## config.mk

```make
export PLATFORM = sky130hd
export DESIGN_NAME = sdram_cmd_monitor
export DESIGN_NICKNAME = d
export VERILOG_FILES = /design/src/rtl/sdram_mon_pkg.sv /design/src/rtl/sdram_cmd_decode.sv /design/src/rtl/sdram_bank_tracker.sv /design/src/rtl/sdram_cmd_monitor.sv
export SDC_FILE = /design/constraint.sdc
export NUM_CORES = 1
export LEC_CHECK = 0
export BUFFER_PORTS_ARGS = -buffer_cell sky130_fd_sc_hd__clkbuf_2
export CORE_AREA = 4 4 100 78
export CTS_CLUSTER_SIZE = 40
export DETAILED_ROUTE_END_ITERATION = 12
export DIE_AREA = 0 0 104 82
export PLACE_DENSITY_LB_ADDON = 0.05
export SLEW_MARGIN = 30
export SYNTH_ARGS = -nofsm -noshare
export SYNTH_HDL_FRONTEND = slang
export SYNTH_SLANG_ARGS = --single-unit
export TNS_END_PERCENT = 10
```

## constraint.sdc

```tcl
create_clock -name clk -period 3.5 [get_ports clk]
set_input_delay 0.175 -clock clk [delete_from_list [all_inputs] [get_ports clk]]
set_output_delay 0.175 -clock clk [all_outputs]
set_load 0.01 [all_outputs]
```

## src/rtl/sdram_mon_pkg.sv

```systemverilog
package sdram_mon_pkg;

  typedef enum logic [3:0] {
    CMD_NOP     = 4'd0,
    CMD_DESEL   = 4'd1,
    CMD_MRS     = 4'd2,
    CMD_EMRS    = 4'd3,
    CMD_REF     = 4'd4,
    CMD_SREF_IN = 4'd5,
    CMD_ACT     = 4'd6,
    CMD_RD      = 4'd7,
    CMD_WR      = 4'd8,
    CMD_PRE     = 4'd9,
    CMD_PREA    = 4'd10,
    CMD_BST     = 4'd11,
    CMD_PDP_IN  = 4'd12,
    CMD_PDA_IN  = 4'd13,
    CMD_LP_EXIT = 4'd14
  } cmd_e;

  typedef enum logic [2:0] {
    ERR_NONE       = 3'd0,
    ERR_NOT_IDLE   = 3'd1,
    ERR_ROW_CLOSED = 3'd2,
    ERR_ROW_OPEN   = 3'd3,
    ERR_BURST_BUSY = 3'd4,
    ERR_RECOVERY   = 3'd5
  } err_e;

  // New burst length from a mode operand; unknown codes keep the current one.
  function automatic logic [3:0] bl_from_opcode(input logic [2:0] op,
                                                input logic [3:0] cur);
    case (op)
      3'd1:    return 4'd2;
      3'd2:    return 4'd4;
      3'd3:    return 4'd8;
      default: return cur;
    endcase
  endfunction

  // Clocks a DDR burst occupies: two beats per clock.
  function automatic logic [3:0] burst_clocks(input logic [3:0] bl);
    return bl >> 1;
  endfunction

endpackage

```

## src/rtl/sdram_cmd_decode.sv

```systemverilog
module sdram_cmd_decode
  import sdram_mon_pkg::*;
(
  input  logic cke_prev,
  input  logic cke,
  input  logic cs_n,
  input  logic ras_n,
  input  logic cas_n,
  input  logic we_n,
  input  logic mode_sel,
  input  logic ap_bit,
  input  logic all_idle,
  output cmd_e cmd
);

  logic [2:0] strobes;
  assign strobes = {ras_n, cas_n, we_n};

  always_comb begin
    cmd = CMD_NOP;
    case ({cke_prev, cke})
      2'b01: cmd = CMD_LP_EXIT;
      2'b00: cmd = CMD_NOP;
      2'b10: begin
        if (!cs_n && strobes == 3'b001) cmd = CMD_SREF_IN;
        else                             cmd = all_idle ? CMD_PDP_IN : CMD_PDA_IN;
      end
      default: begin
        if (cs_n) cmd = CMD_DESEL;
        else begin
          case (strobes)
            3'b000:  cmd = mode_sel ? CMD_EMRS : CMD_MRS;
            3'b001:  cmd = CMD_REF;
            3'b011:  cmd = CMD_ACT;
            3'b101:  cmd = CMD_RD;
            3'b100:  cmd = CMD_WR;
            3'b010:  cmd = ap_bit ? CMD_PREA : CMD_PRE;
            3'b110:  cmd = CMD_BST;
            default: cmd = CMD_NOP;
          endcase
        end
      end
    endcase
  end

endmodule

```

## src/rtl/sdram_bank_tracker.sv

```systemverilog
module sdram_bank_tracker
  import sdram_mon_pkg::*;
#(
  parameter int DEF_BL = 4,
  parameter int TRP    = 3
) (
  input  logic       clk,
  input  logic       rst_n,
  input  cmd_e       cmd,
  input  logic [1:0] ba,
  input  logic       ap_bit,
  input  logic [2:0] opcode,
  output logic       all_idle,
  output err_e       err
);

  localparam int NBANK = 4;
  localparam int CNT_W = $clog2(4 + TRP + 1);

  logic [NBANK-1:0] open_q;
  logic [3:0]       bl_q;
  logic [CNT_W-1:0] rec_cnt;
  logic [1:0]       ap_bank_q;

  // Named internal events.
  logic burst_busy, rec_active, accept;
  logic acc_act, acc_pre, acc_prea, acc_rd_ap, wr_ap_start, acc_bl;
  logic idle_cmd;
  logic [CNT_W-1:0] rec_load;

  assign all_idle   = (open_q == '0);
  assign burst_busy = (rec_cnt > CNT_W'(TRP));
  assign rec_active = (rec_cnt != '0);
  assign rec_load   = CNT_W'(burst_clocks(bl_q)) + CNT_W'(TRP);
  assign idle_cmd   = (cmd == CMD_MRS) || (cmd == CMD_EMRS) ||
                      (cmd == CMD_REF) || (cmd == CMD_SREF_IN);

  always_comb begin
    err = ERR_NONE;
    if (idle_cmd) begin
      if (!all_idle) err = ERR_NOT_IDLE;
    end else if (cmd == CMD_RD || cmd == CMD_WR) begin
      if (burst_busy)        err = ERR_BURST_BUSY;
      else if (!open_q[ba])  err = ERR_ROW_CLOSED;
    end else if (cmd == CMD_ACT) begin
      if (rec_active && ap_bank_q == ba) err = ERR_RECOVERY;
      else if (open_q[ba])               err = ERR_ROW_OPEN;
    end
  end

  assign accept      = (err == ERR_NONE);
  assign acc_act     = accept && cmd == CMD_ACT;
  assign acc_pre     = accept && cmd == CMD_PRE;
  assign acc_prea    = accept && cmd == CMD_PREA;
  assign acc_rd_ap   = accept && cmd == CMD_RD && ap_bit;
  assign wr_ap_start = accept && cmd == CMD_WR && ap_bit;
  assign acc_bl      = accept && cmd == CMD_MRS;

  always_ff @(posedge clk or negedge rst_n) begin
    if (!rst_n) begin
      open_q    <= '0;
      bl_q      <= 4'(DEF_BL);
      rec_cnt   <= '0;
      ap_bank_q <= '0;
    end else begin
      if (acc_act)                            open_q[ba] <= 1'b1;
      if (acc_pre || acc_rd_ap || wr_ap_start) open_q[ba] <= 1'b0;
      if (acc_prea)                           open_q     <= '0;
      if (acc_bl)                             bl_q <= bl_from_opcode(opcode, bl_q);
      if (wr_ap_start) begin
        rec_cnt   <= rec_load;
        ap_bank_q <= ba;
      end else if (rec_active) begin
        rec_cnt <= rec_cnt - CNT_W'(1);
      end
    end
  end

  // Accepted activate leaves the bank open.
  p_act_opens_r7: assert property (@(posedge clk) disable iff (!rst_n)
    acc_act |=> open_q[$past(ba)]);

  // Precharge-all empties the bank map.
  p_prea_clears_r5: assert property (@(posedge clk) disable iff (!rst_n)
    acc_prea |=> (open_q == '0));

  // Mode and refresh commands accepted only with all banks idle.
  p_idle_only_r6: assert property (@(posedge clk) disable iff (!rst_n)
    (idle_cmd && accept) |-> (open_q == '0));

  // No column command during a write burst with auto precharge.
  p_burst_blocks_r8: assert property (@(posedge clk) disable iff (!rst_n)
    (burst_busy && (cmd == CMD_RD || cmd == CMD_WR)) |-> (err == ERR_BURST_BUSY));

  // Recovery window counts down one per sample.
  p_rec_countdown_r9: assert property (@(posedge clk) disable iff (!rst_n)
    (rec_active && !wr_ap_start) |=> (rec_cnt == $past(rec_cnt) - CNT_W'(1)));

  // Rejected commands leave bank state and burst length alone.
  p_reject_keeps_state_r11: assert property (@(posedge clk) disable iff (!rst_n)
    !accept |=> ($stable(open_q) && $stable(bl_q)));

endmodule

```

## src/rtl/sdram_cmd_monitor.sv

```systemverilog
module sdram_cmd_monitor
  import sdram_mon_pkg::*;
#(
  parameter int ADDR_W = 13,
  parameter int COL_W  = 10,
  parameter int AP_BIT = 10,
  parameter int DEF_BL = 4,
  parameter int TRP    = 3
) (
  input  logic              clk,
  input  logic              rst_n,
  input  logic              cke,
  input  logic              cs_n,
  input  logic              ras_n,
  input  logic              cas_n,
  input  logic              we_n,
  input  logic [1:0]        ba,
  input  logic [ADDR_W-1:0] addr,
  output logic [3:0]        cmd_code,
  output logic [1:0]        cmd_bank,
  output logic [ADDR_W-1:0] cmd_addr,
  output logic              cmd_ap,
  output logic              err_pulse,
  output logic [2:0]        err_code
);

  logic cke_q;
  logic all_idle;
  cmd_e cmd;
  err_e err;
  logic bank_cmd, col_cmd, mode_cmd;
  logic [ADDR_W-1:0] addr_field;

  sdram_cmd_decode u_decode (
    .cke_prev (cke_q),
    .cke      (cke),
    .cs_n     (cs_n),
    .ras_n    (ras_n),
    .cas_n    (cas_n),
    .we_n     (we_n),
    .mode_sel (ba[0]),
    .ap_bit   (addr[AP_BIT]),
    .all_idle (all_idle),
    .cmd      (cmd)
  );

  sdram_bank_tracker #(.DEF_BL(DEF_BL), .TRP(TRP)) u_tracker (
    .clk      (clk),
    .rst_n    (rst_n),
    .cmd      (cmd),
    .ba       (ba),
    .ap_bit   (addr[AP_BIT]),
    .opcode   (addr[2:0]),
    .all_idle (all_idle),
    .err      (err)
  );

  assign col_cmd  = (cmd == CMD_RD) || (cmd == CMD_WR);
  assign bank_cmd = col_cmd || (cmd == CMD_ACT) || (cmd == CMD_PRE);
  assign mode_cmd = (cmd == CMD_MRS) || (cmd == CMD_EMRS);

  always_comb begin
    addr_field = '0;
    if (cmd == CMD_ACT || mode_cmd) addr_field = addr;
    else if (col_cmd)               addr_field = ADDR_W'(addr[COL_W-1:0]);
  end

  always_ff @(posedge clk or negedge rst_n) begin
    if (!rst_n) begin
      cke_q     <= 1'b0;
      cmd_code  <= '0;
      cmd_bank  <= '0;
      cmd_addr  <= '0;
      cmd_ap    <= 1'b0;
      err_pulse <= 1'b0;
      err_code  <= '0;
    end else begin
      cke_q     <= cke;
      cmd_code  <= cmd;
      cmd_bank  <= bank_cmd ? ba : 2'd0;
      cmd_addr  <= addr_field;
      cmd_ap    <= col_cmd && addr[AP_BIT];
      err_pulse <= (err != ERR_NONE);
      err_code  <= err;
    end
  end

  // First high sample after a low one is reported as an exit.
  p_exit_decode_r3: assert property (@(posedge clk) disable iff (!rst_n)
    (!cke_q && cke) |=> (cmd_code == CMD_LP_EXIT));

  // Pulse and reason agree on every registered sample.
  p_err_reason_r13: assert property (@(posedge clk) disable iff (!rst_n)
    err_pulse == (err_code != 3'd0));

  // Deselect never produces an error.
  p_desel_quiet_r2: assert property (@(posedge clk) disable iff (!rst_n)
    (cmd == CMD_DESEL) |=> !err_pulse);

endmodule

```

==> results_dict.tcl, run 1 <==
set metrics [dict create \
    hold_start "cke" \
    status "completed" \
    gp_congestion 0.737 \
    area_delta_synth_final_pct 20.1 \
    whs_endpoint "cke_q$_DFF_PN0_" \
    power.total_mw 1.37 \
    utilization_pct 35.6 \
    ff2ff_path_depth 7 \
    hold_depth 1 \
    critPathLaunchType "flip-flop" \
    max_freq_mhz 327 \
    report.final.setup_viol 0 \
    cts_buffers 5 \
    dr_total_vias 1495 \
    cts_sinks 37 \
    rsz0062_at_grt "false" \
    synth_seq_cells 37 \
    grt_max_degree 38 \
    worst_ep_arrival_time_ns 3.23 \
    drt_wl_total_mm 4.60 \
    io_buffers 45 \
    syn-num-nets 213 \
    maxCapViolCount 0 \
    design_area_um2 2410 \
    crit_path_max_fanout 11 \
    ys_seq_area_share_pct 46.2 \
    overflow 0 \
    async_flop_share_pct 100 \
    core_um2 6770 \
    grt_pass1_wl_mm 7.81 \
    r2r_start "u_tracker.open_q[0]$_DFF_PN0_" \
    drtIter0Drc 39 \
    vdd_drop_max_v 0.000215 \
    ios 46 \
    synth_cell_type_count 54 \
    skew_ns 0.0123 \
    clock_latency_ns 0.29 \
    antenna_found_initial 0 \
    min_period_ns 3.05 \
    drive_above_1_share_pct 32.3 \
    grt_pass1_vias 1486 \
    drc 0 \
    yosys_warnings 0 \
    die_area_um2 8530 \
    drv_slew 0 \
    post-route-period-util_pct 87.3 \
    p_leak_nw 1.16 \
    syn-cell-area_um2 2010 \
    fp-row-count 26 \
    fin_nets 260 \
    vias_per_cell 4.73 \
    synth_cells 184 \
    antenna_left 0 \
    hold_violations 0 \
    tightest_slew_ns 0.586 \
    root_buffer "clkbuf_8" \
    hpwlAfterDp_mm 3.47 \
    crit_start "u_tracker.open_q[0]$_DFF_PN0_" \
    die_h_um 82 \
    path_cells "or4_4 -> o21a_1 -> o22ai_2 -> nor4_1 -> a221o_2 -> a2111oi_4 -> mux2_4" \
    reg2reg_to "u_tracker.ap_bank_q[1]$_DFFE_PN0N_" \
    wire_per_inst_um 14.6 \
    grt_usage_pct 11.7 \
    ys.flop_type "dfrtp_1" \
    cts_buffer_depth 2 \
    num_antenna_cells 0 \
    critPathSlowestCell "or4_4" \
    p_per_area_nw_per_um2 567 \
    path_class "flip-flop to flip-flop" \
    required_ns 3.68 \
    placed_cell_area_um2 2280 \
    hold_path.class "primary input to flip-flop" \
    cts_tree "yes" \
    dr.pass1.iters 4 \
    cts.reportedPaths.clkPinSlew_ns 0.07 \
    postCtsResizedCells 0 \
    synth_edf_count 0 \
    cts_setup_buffers 0 \
    cts_hold_buf 1 \
    relSlewSlack_pct 60.6 \
    start_util_pct 29.7 \
    slowest_delay_ns 0.58 \
    synth_area_per_cell_um2 10.9 \
    tns_ns 0 \
    die_w_um 104 \
    end_kind "flip-flop" \
    reg2reg_slack_ns 0.45 \
    cts-htree-levels 2 \
]
[routing by layer]
metal	routed length (um)	part of all wire [%]	GRT usage, %
met1	2520	55	17.6
met2	1750	38	15.8
met3	282	6.1	3.46
met4	43	0.93	3.59
met5	0	0	0
[worst max-delay path, delay by kind of cell, from the launching register on]
family          cells  cell delay [ns]
compound gates      4             1.50
flops               1             0.39
mux                 1             0.34
simple gates        2             0.71
[worst max path at each step]
stage	to	slack, ns	cells past startpoint
final	u_tracker.ap_bank_q[1]$_DFFE_PN0N_	0.45	7
after global routing	u_tracker.ap_bank_q[1]$_DFFE_PN0N_	0.28	8
after CTS	u_tracker.ap_bank_q[1]$_DFFE_PN0N_	0.44	7
after detailed placement	u_tracker.ap_bank_q[0]$_DFFE_PN0N_	0.47	7
after global placement	u_tracker.ap_bank_q[1]$_DFFE_PN0N_	0.43	7
after floorplan	u_tracker.ap_bank_q[0]$_DFFE_PN0N_	0.83	9
[layout by cell type, fill, tap and decap left out, types with 3 or more instances in the layout]
master and count:
a21oi_1 3, a31oi_1 4, a32oi_1 4, clkbuf_2 44, clkbuf_8 6, dfrtp_1 36, ha_1 7, inv_1 14
mux2i_1 7, nand2_1 9, nand3_1 4, nor2_1 13, nor2b_1 15, o21a_1 3, o21ai_0 6, xnor2_1 4
[kinds of logic after synthesis]
logic type / after synthesis / synth area share [%]
fa+ha+maj: 7 / 4.36
compound gates: 35 / 14.8
buf+inv: 22 / 6.35
flops: 37 / 46.2
simple gates: 67 / 19.6
xor+xnor: 6 / 2.62
mux: 10 / 6.11
[state kept, by name, indices dropped and copies added, names as in the netlist]
name                 cells
err_code                 3
u_tracker.bl_q           3
u_tracker.rec_cnt        3
cmd_addr                13
err_pulse                1
cke_q                    1
cmd_ap                   1
cmd_code                 4
u_tracker.open_q         4
u_tracker.ap_bank_q      2
cmd_bank                 2
[through the flow]
stage          std cells  setup WS, ns  hold WS, ns
3_5_place_dp         307         0.469        0.215
6_report             316         0.446       0.0490
2_1_floorplan        184         0.826       -0.121
3_3_place_gp         307         0.427        0.343
5_1_grt              316         0.279       0.0438
4_1_cts              316         0.441       0.0414
[cell type report]
class | instances | area, um2
Multi-Input combinational cell | 125 | 953
Clock inverter | 2 | 37.5
Inverter | 14 | 52.6
Sequential cell | 37 | 927
Clock buffer | 6 | 82.6
Tap cell | 84 | 105
Fill cell | 699 | 4360
Timing Repair Buffer | 48 | 253
[synthesized netlist by cell type (4+ instances only)]
master | count | area [um2]
dfrtp_1 | 36 | 901
nor2b_1 | 15 | 93.8
inv_1 | 14 | 52.6
nor2_1 | 13 | 48.8
nand2_1 | 9 | 33.8
ha_1 | 7 | 87.6
mux2i_1 | 7 | 70.1
o21ai_0 | 6 | 30.0
buf_6 | 5 | 56.3
a31oi_1 | 4 | 25.0
a32oi_1 | 4 | 35.0
nand3_1 | 4 | 20.0
xnor2_1 | 4 | 35.0
[where the power goes]
group / switching, mW / internal [mW]
Combinational: 0.237 / 0.184
Clock: 0.159 / 0.232
Sequential: 0.0460 / 0.510
No activity file was read; power rests on OpenSTA's default activity.
==> run 2, diff against run 1 <==
PLACE_DENSITY_LB_ADDON = not set   (was 0.05)
==> run 2 against run 1 <==
Highest routed layer unchanged. Maximum frequency hardly changed. Power is 5.2% lower. Clock skew decreased by 0.010 ns. Global-route usage decreased by 0.81 points. Critical path depth stayed put. Register-to-register slack about the same. Sequential share of layout area grew 0.63 points. Routed wire length down 2.6%. Die area unchanged. Clock-buffer cell count unchanged.
==> results_dict.tcl, run 2 (same netlist as run 1, synthesis figures left out) <==
set metrics [dict create \
    status "completed" \
    grt_pass1_vias 1442 \
    largest_register_ffs 13 \
    hold_path.class "primary input to flip-flop" \
    vdd_drop_max_v 0.000203 \
    relSlewSlack_pct 48.8 \
    path_cells "or4_4 -> o21a_1 -> o22ai_2 -> nor4_1 -> a221o_2 -> a2111oi_4 -> mux2_4" \
    ios 46 \
    antenna_left 0 \
    cts_setup_buffers 0 \
    reg.largest.list "cmd_addr: 13 flops, cmd_code: 4 flops, u_tracker.open_q: 4 flops" \
    end_kind "flip-flop" \
    cts_buffers 5 \
    post-route-period-util_pct 87.2 \
    vias_per_cell 4.78 \
    num_antenna_cells 0 \
    dr.pass1.iters 4 \
    fin_nets 258 \
    top_register "cmd_addr" \
    hold_violations 0 \
    dr_total_vias 1502 \
    drv_slew 0 \
    final_common_cell "clkbuf_2" \
    reg2reg_slack_ns 0.45 \
    core_um2 6770 \
    power.total_mw 1.30 \
    report.final.setup_viol 0 \
    die_w_um 104 \
    multi_input_area_um2 953 \
    antenna_found_initial 0 \
    tightest_slew_ns 0.763 \
    postCtsResizedCells 0 \
    start_util_pct 29.7 \
    layout_common_cells "clkbuf_2 (44), dfrtp_1 (36), nor2b_1 (15)" \
    drt_wl_total_mm 4.48 \
    max_freq_mhz 328 \
    critPathSlowestCell "or4_4" \
    cts_sinks 37 \
    skew_ns 0.00230 \
    drc 0 \
    cts_buffer_depth 2 \
    die_area_um2 8530 \
    area_delta_synth_final_pct 18.1 \
    gp_congestion 0.913 \
    min_period_ns 3.05 \
    drive_above_1_share_pct 31.7 \
    overflow 0 \
    p_leak_nw 1.14 \
    crit_path_max_fanout 11 \
    crit_family "compound AO/OA/AOI/OAI gates" \
    fp-row-count 26 \
    io_buffers 45 \
    drtIter0Drc 100 \
    hpwlAfterDp_mm 3.40 \
    tns_ns 0 \
    fill_cells 691 \
    grt_max_degree 38 \
    worst_ep_arrival_time_ns 3.23 \
    root_buffer "clkbuf_8" \
    p_per_area_nw_per_um2 546 \
    path_class "flip-flop to flip-flop" \
    wire_per_inst_um 14.3 \
    grt_usage_pct 10.9 \
    cts-htree-levels 2 \
    path_buf_inv 0 \
    die_h_um 82 \
    critPathLaunchType "flip-flop" \
    cts_hold_buf 0 \
    cts.reportedPaths.clkPinSlew_ns 0.07 \
    cts_tree "yes" \
    rsz0062_at_grt "false" \
    register_area_um2 927 \
    grt_pass1_wl_mm 7.33 \
    maxCapViolCount 0 \
    slowest_delay_ns 0.58 \
    required_ns 3.68 \
    clock_latency_ns 0.29 \
]
==> run 2: cell types whose count changed in the layout (fill, tap and decap cells not counted), sizes merged <==
cell	delta
buf	-1
bufinv	-1
clkbuf	-1
clkinv	+2
clkinvlp	-1
==> run 2: report_power, final <==
| group | total (mW) | internal (mW) | switching, mW |
|---|---|---|---|
| combinational | 0.425 | 0.183 | 0.243 |
| clock | 0.315 | 0.160 | 0.155 |
| sequential | 0.556 | 0.510 | 0.0458 |
==> run 2: layout make-up <==
cell class / instances / area share (%)
inverters: 14 / 2.22
clock inverters: 2 / 0.580
repair buffers: 46 / 10.0
well taps: 84 / 4.43
clock buffers: 6 / 3.48
flip-flops and latches: 37 / 39.1
multi-input cells: 125 / 40.2
==> run 2: metrics by stage <==
stage / instance area (um2) / std cells / hold slack, ns / utilization [%] / setup slack (ns)
floorplan: 2010 / 184 / -0.121 / - / 0.826
global placement: 2260 / 305 / 0.344 / 33.5 / 0.584
detailed placement: 2260 / 305 / 0.344 / 33.5 / 0.472
CTS: 2360 / 313 / 0.0323 / 34.9 / 0.448
global route: 2370 / 314 / 0.0308 / 35.1 / 0.287
finish: 2370 / 314 / 0.0406 / 35.1 / 0.447
==> run 2: path summary, 6_finish.rpt <==
kind / start / to / cells after the start
max: u_tracker.open_q[0]$_DFF_PN0_ / u_tracker.ap_bank_q[1]$_DFFE_PN0N_ / 7
min: cke / cke_q$_DFF_PN0_ / 1
max reg2reg: u_tracker.open_q[0]$_DFF_PN0_ / u_tracker.ap_bank_q[1]$_DFFE_PN0N_ / 7
min reg2reg: u_tracker.bl_q[1]$_DFFE_PN0P_ / u_tracker.rec_cnt[0]$_DFFE_PN0P_ / 1
max in group asynchronous: rst_n / u_tracker.bl_q[2]$_DFFE_PN1P_ / 2
min in group asynchronous: rst_n / err_pulse$_DFF_PN0_ / 2
==> run 2: routing by layer <==
metal  vias up  track usage, %  wire length (um)
met5         -               0                 0
met4         0            2.92                52
met3         7            3.69               332
met2        61            16.2              1890
met1       706            15.1              2210
li1        728               -                 -
==> run 3, diff against run 2 <==
CORE_AREA = 4 4 92 72   (was 4 4 100 78)
DIE_AREA = 0 0 96 76   (was 0 0 104 82)
==> run 3 against run 2 <==
The flow now finishes with violations (hold timing). Die area down 14%. Sequential share of layout area down 0.35 points. Final cell count down 2.2%. Critical endpoint unchanged.
==> results_dict.tcl, run 3 (same netlist as run 1, synthesis figures left out) <==
set metrics [dict create \
    io_buffers 45 \
    die_area_um2 7300 \
    antenna_found_initial 0 \
    status "finished with violations" \
    fin_nets 257 \
    required_ns 3.68 \
    grt_usage_pct 11.8 \
    hold_slack_ns -0.0306 \
    min_period_ns 2.99 \
    num_antenna_cells 0 \
    overflow 0 \
    dr_total_vias 1466 \
    power.total_mw 1.42 \
    end_kind "flip-flop" \
    grt_max_degree 38 \
    report.final.setup_viol 0 \
    grt_pass1_vias 1419 \
    top_register "cmd_addr" \
    tns_ns 0 \
    drt_wl_total_mm 4.18 \
    critPathLaunchType "flip-flop" \
    wire_per_inst_um 13.6 \
    layout_common_cells "clkbuf_2 (44), dfrtp_1 (36), nor2b_1 (15)" \
    post-route-period-util_pct 85.5 \
    drc 0 \
    cts_buffers 5 \
    place_ws_ns 0.517 \
    hpwlAfterDp_mm 3.28 \
    hold_path.class "primary input to async pin" \
    gp_congestion 0.795 \
    relSlewSlack_pct 47.0 \
    r2r_start "u_tracker.open_q[0]$_DFF_PN0_" \
    drtIter0Drc 71 \
    cts_buffer_depth 2 \
    reg.largest.list "cmd_addr: 13 flops, cmd_code: 4 flops, u_tracker.open_q: 4 flops" \
    cts-htree-levels 2 \
    drive_above_1_share_pct 31.9 \
    hold_violations 36 \
    utilization_pct 41.7 \
    vias_per_cell 4.78 \
    final_common_cell "clkbuf_2" \
    vdd_drop_max_v 0.000447 \
    path_class "flip-flop to flip-flop" \
    instances_no_fill 307 \
    antenna_left 0 \
    grt_pass1_wl_mm 6.81 \
    p_per_area_nw_per_um2 593 \
    cts_hold_buf 0 \
    fin_ws_ns 0.509 \
    cts_tree "yes" \
    reg2reg_slack_ns 0.51 \
    core_um2 5740 \
    die_w_um 96 \
    root_buffer "clkbuf_8" \
    start_util_pct 35.0 \
    skew_ns 0.00383 \
    cts_setup_buffers 0 \
    reg2reg_to "u_tracker.ap_bank_q[1]$_DFFE_PN0N_" \
    dp_cells 299 \
    tightest_slew_ns 0.795 \
    ff2ff_path_depth 7 \
    largest_register_ffs 13 \
    ios 46 \
    area_delta_synth_final_pct 19.2 \
    cts.reportedPaths.clkPinSlew_ns 0.07 \
    p_leak_nw 1.15 \
    postCtsResizedCells 0 \
    drv_slew 0 \
    cts_sinks 37 \
    clock_latency_ns 0.29 \
    fp-row-count 24 \
    violations "hold timing" \
    design_area_um2 2390 \
    rsz0062_at_grt "false" \
    die_h_um 76 \
    maxCapViolCount 0 \
    placed_cell_area_um2 2260 \
    crit_path_max_fanout 11 \
    dr.pass1.iters 4 \
    worst_ep_arrival_time_ns 3.17 \
    max_freq_mhz 334 \
]
-- run 3: worst max-delay path, stage by stage (launching register included) --
cell and delay [ns]:
dfrtp_1 0.39, or4_4 0.58, o21a_1 0.22, o22ai_2 0.36
nor4_1 0.12, a221o_2 0.35, a2111oi_4 0.51, mux2_4 0.34
-- run 3: routing by layer --
metal / global-route usage, % / wire length (um) / vias up
li1: - / - / 732
met5: 0 / 0 / -
met4: 2.56 / 25 / 0
met1: 18.4 / 2120 / 670
met2: 15.7 / 1660 / 59
met3: 3.65 / 373 / 5
-- run 3: cell type report --
| type | instances | area [um2] |
|---|---|---|
| clock buffers | 5 | 68.8 |
| flip-flops and latches | 37 | 927 |
| well taps | 78 | 97.6 |
| fillers | 574 | 3340 |
| repair buffers | 45 | 225 |
| inverters | 14 | 52.6 |
| multi-input cells | 125 | 953 |
| clock inverters | 3 | 68.8 |
-- run 3: how the worst max path moves through the flow --
stage,from,end,slack [ns],depth (start not counted)
2_1_floorplan,cke_q$_DFF_PN0_,u_tracker.ap_bank_q[0]$_DFFE_PN0N_,0.83,9
3_3_place_gp,u_tracker.open_q[0]$_DFF_PN0_,u_tracker.ap_bank_q[0]$_DFFE_PN0N_,0.56,7
3_5_place_dp,u_tracker.open_q[0]$_DFF_PN0_,u_tracker.ap_bank_q[1]$_DFFE_PN0N_,0.52,7
4_1_cts,u_tracker.open_q[0]$_DFF_PN0_,u_tracker.ap_bank_q[1]$_DFFE_PN0N_,0.49,7
5_1_grt,u_tracker.open_q[0]$_DFF_PN0_,u_tracker.ap_bank_q[0]$_DFFE_PN0N_,0.37,7
6_report,u_tracker.open_q[0]$_DFF_PN0_,u_tracker.ap_bank_q[1]$_DFFE_PN0N_,0.51,7
-- run 3: power breakdown --
part           internal, mW  switching (mW)
combinational         0.181           0.239
clock                 0.287           0.157
sequential            0.510          0.0454
